<file path="config.mk">
export PLATFORM = sky130hd
export DESIGN_NAME = seg_addr_gen
export DESIGN_NICKNAME = d
export VERILOG_FILES = /design/src/rtl/seg_addr_pkg.sv /design/src/rtl/sag_offset_unit.sv /design/src/rtl/sag_seg_select.sv /design/src/rtl/sag_linear_unit.sv /design/src/rtl/seg_addr_gen.sv
export SDC_FILE = /design/constraint.sdc
export NUM_CORES = 1
export LEC_CHECK = 0
export BUFFER_PORTS_ARGS = -buffer_cell sky130_fd_sc_hd__buf_2
export CELL_PAD_IN_SITES_DETAIL_PLACEMENT = 1
export CELL_PAD_IN_SITES_GLOBAL_PLACEMENT = 2
export CORE_UTILIZATION = 30
export DETAILED_ROUTE_END_ITERATION = 8
export PLACE_DENSITY = 0.92
export SLEW_MARGIN = 20
export SYNTH_ARGS = -nofsm -noshare
export SYNTH_HDL_FRONTEND = slang
export SYNTH_SLANG_ARGS = --single-unit
</file>
<file path="constraint.sdc">
create_clock -name clk -period 1.67 [get_ports clk]
set_input_delay 0 -clock clk [delete_from_list [all_inputs] [get_ports clk]]
set_output_delay 0 -clock clk [all_outputs]
set_load 0.005 [all_outputs]
</file>
<file path="src/rtl/seg_addr_pkg.sv">
package seg_addr_pkg;

  localparam int unsigned OFS_W   = 16;
  localparam int unsigned SHIFT_W = 4;
  localparam int unsigned SHORT_W = 8;

  typedef enum logic [1:0] {BASE_NONE = 2'd0, BASE_BX = 2'd1, BASE_BP = 2'd2, BASE_RSV = 2'd3} base_e;
  typedef enum logic [1:0] {IDX_NONE = 2'd0, IDX_SI = 2'd1, IDX_DI = 2'd2, IDX_RSV = 2'd3} idx_e;
  typedef enum logic [1:0] {DSP_NONE = 2'd0, DSP_SHORT = 2'd1, DSP_WORD = 2'd2, DSP_RSV = 2'd3} dsp_e;
  typedef enum logic [1:0] {SEG_ES = 2'd0, SEG_CS = 2'd1, SEG_SS = 2'd2, SEG_DS = 2'd3} seg_e;

endpackage

</file>
<file path="src/rtl/sag_offset_unit.sv">
module sag_offset_unit
  import seg_addr_pkg::*;
#(
  parameter int unsigned W  = OFS_W,
  parameter int unsigned SW = SHORT_W
) (
  input  logic [1:0]   base_sel,
  input  logic [1:0]   idx_sel,
  input  logic [1:0]   disp_sel,
  input  logic [W-1:0] disp,
  input  logic [W-1:0] reg_bx,
  input  logic [W-1:0] reg_bp,
  input  logic [W-1:0] reg_si,
  input  logic [W-1:0] reg_di,
  output logic [W-1:0] offset,
  output logic         base_is_bp
);

  localparam int unsigned EXT_W = W - SW;

  // Widen the displacement field according to its size code.
  function automatic logic [W-1:0] widen_disp(input logic [1:0] sel, input logic [W-1:0] d);
    case (dsp_e'(sel))
      DSP_NONE:  return '0;
      DSP_SHORT: return {{EXT_W{d[SW-1]}}, d[SW-1:0]};
      default:   return d;
    endcase
  endfunction

  function automatic logic [W-1:0] pick_base(input logic [1:0] sel, input logic [W-1:0] bx,
                                             input logic [W-1:0] bp);
    case (base_e'(sel))
      BASE_BX: return bx;
      BASE_BP: return bp;
      default: return '0;
    endcase
  endfunction

  function automatic logic [W-1:0] pick_index(input logic [1:0] sel, input logic [W-1:0] si,
                                              input logic [W-1:0] di);
    case (idx_e'(sel))
      IDX_SI:  return si;
      IDX_DI:  return di;
      default: return '0;
    endcase
  endfunction

  // Three-term sum; carries out of the top bit are dropped (wrap at 2^W).
  function automatic logic [W-1:0] sum3(input logic [W-1:0] a, input logic [W-1:0] b,
                                        input logic [W-1:0] c);
    return W'(a + b + c);
  endfunction

  logic [W-1:0] base_term;
  logic [W-1:0] index_term;
  logic [W-1:0] disp_term;

  always_comb begin
    base_term  = pick_base(base_sel, reg_bx, reg_bp);
    index_term = pick_index(idx_sel, reg_si, reg_di);
    disp_term  = widen_disp(disp_sel, disp);
    offset     = sum3(base_term, index_term, disp_term);
    base_is_bp = (base_sel == BASE_BP);
  end

endmodule

</file>
<file path="src/rtl/sag_seg_select.sv">
module sag_seg_select
  import seg_addr_pkg::*;
#(
  parameter int unsigned W = OFS_W
) (
  input  logic         base_is_bp,
  input  logic         ovr_en,
  input  logic [1:0]   ovr_seg,
  input  logic [W-1:0] seg_es,
  input  logic [W-1:0] seg_cs,
  input  logic [W-1:0] seg_ss,
  input  logic [W-1:0] seg_ds,
  output logic [1:0]   seg_code,
  output logic [W-1:0] seg_val
);

  localparam int unsigned NSEG = 4;

  logic [W-1:0] seg_bank [NSEG];
  logic [1:0]   default_code;

  // Bank order follows the segment code encoding.
  assign seg_bank[SEG_ES] = seg_es;
  assign seg_bank[SEG_CS] = seg_cs;
  assign seg_bank[SEG_SS] = seg_ss;
  assign seg_bank[SEG_DS] = seg_ds;

  always_comb begin
    default_code = base_is_bp ? 2'(SEG_SS) : 2'(SEG_DS);
    seg_code     = ovr_en ? ovr_seg : default_code;
    seg_val      = seg_bank[seg_code];
  end

endmodule

</file>
<file path="src/rtl/sag_linear_unit.sv">
module sag_linear_unit
  import seg_addr_pkg::*;
#(
  parameter int unsigned W  = OFS_W,
  parameter int unsigned SH = SHIFT_W
) (
  input  logic [W-1:0]    seg_val,
  input  logic [W-1:0]    offset,
  input  logic            lea,
  output logic [W+SH-1:0] linear
);

  localparam int unsigned LW = W + SH;

  function automatic logic [LW-1:0] compose(input logic [W-1:0] s, input logic [W-1:0] o);
    return LW'({s, {SH{1'b0}}} + {{SH{1'b0}}, o});
  endfunction

  always_comb begin
    if (lea) linear = {{SH{1'b0}}, offset};
    else     linear = compose(seg_val, offset);
  end

endmodule

</file>
<file path="src/rtl/seg_addr_gen.sv">
module seg_addr_gen
  import seg_addr_pkg::*;
#(
  parameter int unsigned W  = OFS_W,
  parameter int unsigned SH = SHIFT_W,
  parameter int unsigned SW = SHORT_W
) (
  input  logic                clk,
  input  logic                rst_n,
  input  logic                in_valid,
  input  logic                in_lea,
  input  logic [1:0]          base_sel,
  input  logic [1:0]          idx_sel,
  input  logic [1:0]          disp_sel,
  input  logic [W-1:0]        disp,
  input  logic [W-1:0]        reg_bx,
  input  logic [W-1:0]        reg_bp,
  input  logic [W-1:0]        reg_si,
  input  logic [W-1:0]        reg_di,
  input  logic [W-1:0]        seg_es,
  input  logic [W-1:0]        seg_cs,
  input  logic [W-1:0]        seg_ss,
  input  logic [W-1:0]        seg_ds,
  input  logic                ovr_en,
  input  logic [1:0]          ovr_seg,
  output logic                out_valid,
  output logic [W-1:0]        out_offset,
  output logic [1:0]          out_seg_code,
  output logic [W-1:0]        out_seg_val,
  output logic [W+SH-1:0]     out_linear
);

  localparam int unsigned LW = W + SH;

  // Internal events, named for the assertions.
  logic [W-1:0]  ofs_c;
  logic          base_is_bp;
  logic [1:0]    seg_code_c;
  logic [W-1:0]  seg_val_c;
  logic [LW-1:0] linear_c;
  logic          lea_q;

  sag_offset_unit #(.W(W), .SW(SW)) u_ofs (
    .base_sel  (base_sel),
    .idx_sel   (idx_sel),
    .disp_sel  (disp_sel),
    .disp      (disp),
    .reg_bx    (reg_bx),
    .reg_bp    (reg_bp),
    .reg_si    (reg_si),
    .reg_di    (reg_di),
    .offset    (ofs_c),
    .base_is_bp(base_is_bp)
  );

  sag_seg_select #(.W(W)) u_seg (
    .base_is_bp(base_is_bp),
    .ovr_en    (ovr_en),
    .ovr_seg   (ovr_seg),
    .seg_es    (seg_es),
    .seg_cs    (seg_cs),
    .seg_ss    (seg_ss),
    .seg_ds    (seg_ds),
    .seg_code  (seg_code_c),
    .seg_val   (seg_val_c)
  );

  sag_linear_unit #(.W(W), .SH(SH)) u_lin (
    .seg_val(seg_val_c),
    .offset (ofs_c),
    .lea    (in_lea),
    .linear (linear_c)
  );

  always_ff @(posedge clk or negedge rst_n) begin
    if (!rst_n) begin
      out_valid    <= 1'b0;
      out_offset   <= '0;
      out_seg_code <= '0;
      out_seg_val  <= '0;
      out_linear   <= '0;
      lea_q        <= 1'b0;
    end else begin
      out_valid <= in_valid;
      if (in_valid) begin
        out_offset   <= ofs_c;
        out_seg_code <= seg_code_c;
        out_seg_val  <= seg_val_c;
        out_linear   <= linear_c;
        lea_q        <= in_lea;
      end
    end
  end

  // Registered outputs against each other.
  AST_LINEAR_SUM: assert property (@(posedge clk) disable iff (!rst_n)
    out_valid && !lea_q |-> out_linear == LW'({out_seg_val, {SH{1'b0}}} + LW'(out_offset)));
  AST_LEA_FLAT: assert property (@(posedge clk) disable iff (!rst_n)
    out_valid && lea_q |-> (out_linear[LW-1:W] == '0) && (out_linear[W-1:0] == out_offset));
  // Segment choice against the request fields.
  AST_BP_STACK: assert property (@(posedge clk) disable iff (!rst_n)
    in_valid && !ovr_en && (base_sel == BASE_BP) |=> out_seg_code == SEG_SS);
  AST_DS_DEFAULT: assert property (@(posedge clk) disable iff (!rst_n)
    in_valid && !ovr_en && (base_sel != BASE_BP) |=> out_seg_code == SEG_DS);
  AST_OVR_WINS: assert property (@(posedge clk) disable iff (!rst_n)
    in_valid && ovr_en |=> out_seg_code == $past(ovr_seg));
  AST_NO_INDEX_NO_DISP: assert property (@(posedge clk) disable iff (!rst_n)
    in_valid && (base_sel == BASE_NONE) && (idx_sel == IDX_NONE) && (disp_sel == DSP_NONE)
    |=> out_offset == '0);
  // Pipeline timing and hold.
  AST_VALID_RISE: assert property (@(posedge clk) disable iff (!rst_n)
    in_valid |=> out_valid);
  AST_VALID_DROP: assert property (@(posedge clk) disable iff (!rst_n)
    !in_valid |=> !out_valid);
  AST_HOLD: assert property (@(posedge clk) disable iff (!rst_n)
    !in_valid |=> $stable(out_linear) && $stable(out_offset) && $stable(out_seg_code));

endmodule

</file>
==> impl_metrics.csv <==
group,metric,value,unit
floorplan,dieArea,16410,sq um
floorplan,start_util,31.04,%
place,io_buffers,211,
power_and_ir_drop,p_seq_share,21.1,%
power_and_ir_drop,comb_power_share,64.3,%
critical_path,cp_max_fo,7,
drt,viasPerCell,5.143,
sta,max_freq,0.2189,GHz
place,gp_congestion,0.8777,
floorplan,fp-row-count,45,
sta,setup_viol,47,
drt,via_count,5380,
cts,cts_buffers,5,
sta,fin_skew,0,ns
cts,cts_sinks,51,
synth,synth_edf_count,0,
sta,worst_pin_slew,0.6679,ns
global_route,first_global_vias,6092,
synth,synth_top_flop_cell,"dfrtp_1",
drt,drc,0,
sta,setup_ws,-2.898,ns
cells_and_area,final_common_cell,"buf_2",
cts,path_clk_slew,0.07,ns
cells_and_area,drive_gt1_share,66.11,%
synth,synthDistinctLibCells,60,
power_and_ir_drop,powerDensity,1011,nW/um^2
cts,cts_root_buf,"clkbuf_16",
worst_hold_path,hold_class,"in -> reg",
synth,synth_area_per_cell,9.638,sq um
power_and_ir_drop,p_switching,3207,uW
synth,yosysTopAreaCellShare,26.75,%
status,outcome,"finished, violations left",
critical_path,critPathMaxStageDelay,0.51,ns
cts,htree_levels,2,
sta,finalCritPeriodShare,273.5,%
critical_path,path_delay_family,"compound AO/OA/AOI/OAI gates",
drt,drt_iter0_drc,179,
floorplan,die_w,128.1,um
synth,yosysSeqAreaShare,26.75,%
synth,synth-seq-cells,51,
place,dp_hpwl,15330,um
critical_path,path_cells,"buf_8 > buf_12 > inv_12 > ha_4 > buf_6 > buf_6 > a22oi_1 > or2_2 > fa_1 > inv_1 > ha_4 > buf_4 > nor4_1 > o21ai_0 > and3_1 > o211ai_1 > nand2_1 > xor2_2 > ha_1 > buf_4 > buf_4 > o21ai_0 > o21ai_0 > a31oi_1",
power_and_ir_drop,p_sw_share,37.83,%
cells_and_area,num_antenna_cells,0,
sta,rsz0062_at_grt,"yes",
power_and_ir_drop,irDropWorstVdd,0.4793,mV
status,violations,"setup timing",
place,preCtsSetupSlack,-3.026,ns
critical_path,cp.required,1.88,ns
drt,ant_nets,0,
cts,clock_path_buffers,2,
global_route,antenna_found_initial,0,
cells_and_area,nNetsFinal,1037,
flow_run,drv_cap,0,
global_route,grtUsageMet2,48.59,%
synth,syn_inst,495,
sta,relSlewSlack,55.31,%
drt,dr.pass1.iters,4,
critical_path,slowest_stage,"fa_1",
cells_and_area,mostFrequentLayoutCells,"buf_2 (208), buf_4 (94), dfrtp_1 (51)",
cts,clk_latency,0.29,ns
power_and_ir_drop,clockPowerShare,14.6,%
synth,ys.warnings.count,0,
power_and_ir_drop,intPower,5271,uW
synth,synth_fp_nets,698,
global_route,met1_usage,27.57,%
sta,slew_violations,0,
global_route,top_usage_layer,"met2",
global_route,grt_pass1_wl,31630,um
floorplan,die-height,128.1,um
synth,synth_area_leaders,"dfrtp_1 (27%), ha_1 (7.6%), mux2_2 (7.3%)",
floorplan,ioPinCount,212,
drt,wl_per_cell,20.12,um
floorplan,fp.coreArea,15370,sq um
critical_path,crit_path_end_kind,"flop",
sta,tns,-60.19,ns
cells_and_area,fin_util,54.56,%
critical_path,crit_type,"in -> reg",
synth,synth_area,4771,sq um
critical_path,worstSetupStartpointType,"input port",
cts,cts_tree,"done",
power_and_ir_drop,leakagePower,0.004030,uW
critical_path,crit_buf_inv,9,
sta,hold_viol,0,
global_route,grt_usage,24.91,%
global_route,overflow,0,
synth,synth_top_area_cell,"dfrtp_1",
cells_and_area,area_growth,75.79,%
global_route,grt_max_degree,34,
synth,synthArstFlopShare,100.0,%
sta,period_minus_slack,4.568,ns
drt,routed_wl,21050,um
global_route,grt_use_met3,2.755,%
critical_path,crit_arrival,4.78,ns
## worst reg2reg max path: stages (launching register included)
cell	delay (ns)
dfrtp_1	0.39
nor2_1	0.06
a31o_2	0.23
a31oi_1	0.17
## flip-flops by register name, summed over array words and instances (netlist names)
register      count
out_seg_code      2
out_linear       16
out_valid         1
out_seg_val      16
out_offset       16
## path summary, 6_finish.rpt
| path | endpoint | slack, ns | cells past startpoint | startpoint |
|---|---|---|---|---|
| setup / recovery | out_linear[15] | -2.90 | 24 | idx_sel[0] |
| hold / removal | out_valid | 0.16 | 2 | in_valid |
| setup reg to reg | out_linear[15] | 0.74 | 3 | out_linear[15] |
| hold reg to reg | out_seg_val[11] | 0.51 | 1 | out_seg_val[11] |
| max in group asynchronous | out_seg_val[8] | 0.78 | 3 | rst_n |
| min in group asynchronous | out_seg_val[5] | 0.24 | 2 | rst_n |
## power by group through the flow
| stage | Sequential [uW] | Combinational [uW] | Clock [uW] |
|---|---|---|---|
| after global routing | 1820 | 5800 | 1300 |
| final | 1790 | 5450 | 1240 |
| after CTS | 1790 | 4880 | 1260 |
| after global placement | 1780 | 3980 | 0 |
| after floorplan | 1790 | 2300 | 0 |
| after detailed placement | 1810 | 4190 | 0 |
## layer usage
| metal | share of wire (%) | up-vias | wire length (um) |
|---|---|---|---|
| met5 | 0.029 | - | 6 |
| met2 | 53 | 232 | 11150 |
| met4 | 3.5 | 2 | 741 |
| li1 | - | 2450 | - |
| met3 | 4.6 | 47 | 967 |
| met1 | 39 | 2649 | 8186 |
## kinds of logic (layout without fill, tap and decap cells)
logic type,after synthesis,in the layout,share of synthesized area (%)
simple gates,137,137,15.45
compound gates,121,121,17.13
buf+inv,68,408,5.901
mux,52,52,16.31
flops,51,51,26.75
fa+ha+maj,47,47,14.98
xor+xnor,19,19,3.488
## layout make-up
type / instances / area, sq um
multi-input combinational: 376 / 4036
timing repair buffer: 360 / 2457
tap: 211 / 264.0
clock buffer: 6 / 138.9
sequential: 51 / 1276
inverter: 40 / 175.2
clock inverter: 2 / 38.79
fill: 1758 / 6984
## Yosys cell counts, drive strengths merged (5+ instances only)
cell type / n
nand2: 20
or3: 6
buf: 11
dfrtp: 51
nand2b: 5
and2: 6
nor3: 8
nor2b: 6
clkbuf: 17
nand3: 7
a22oi: 32
a31oi: 5
fa: 17
xnor2: 17
mux2: 31
a21o: 8
o21ai: 20
inv: 39
ha: 29
mux2i: 5
a21oi: 33
or2: 28
nor2: 33
mux4: 16
## through the flow
step | hold WS (ns) | area [sq um] | std cells | total power, uW
3_5_place_dp | 0.02317 | 7208 | 996 | 5993
5_1_grt | 0.1664 | 8387 | 1046 | 8923
3_3_place_gp | 0.01249 | 7208 | 996 | 5767
4_1_cts | 0.1429 | 8043 | 1034 | 7927
6_report | 0.1638 | 8387 | 1046 | 8479
2_1_floorplan | -0.2956 | 5243 | 495 | 4097
## repair_timing
action                                  in CTS  in global routing
hold buffers                                 1                  0
endpoints found under the setup margin      47                 47
hold endpoints to repair                    20                  0
resized for setup                          109                 53
pin swaps                                   41                 27
buffers inserted                            36                 18
(Power assumes the default switching activity.)
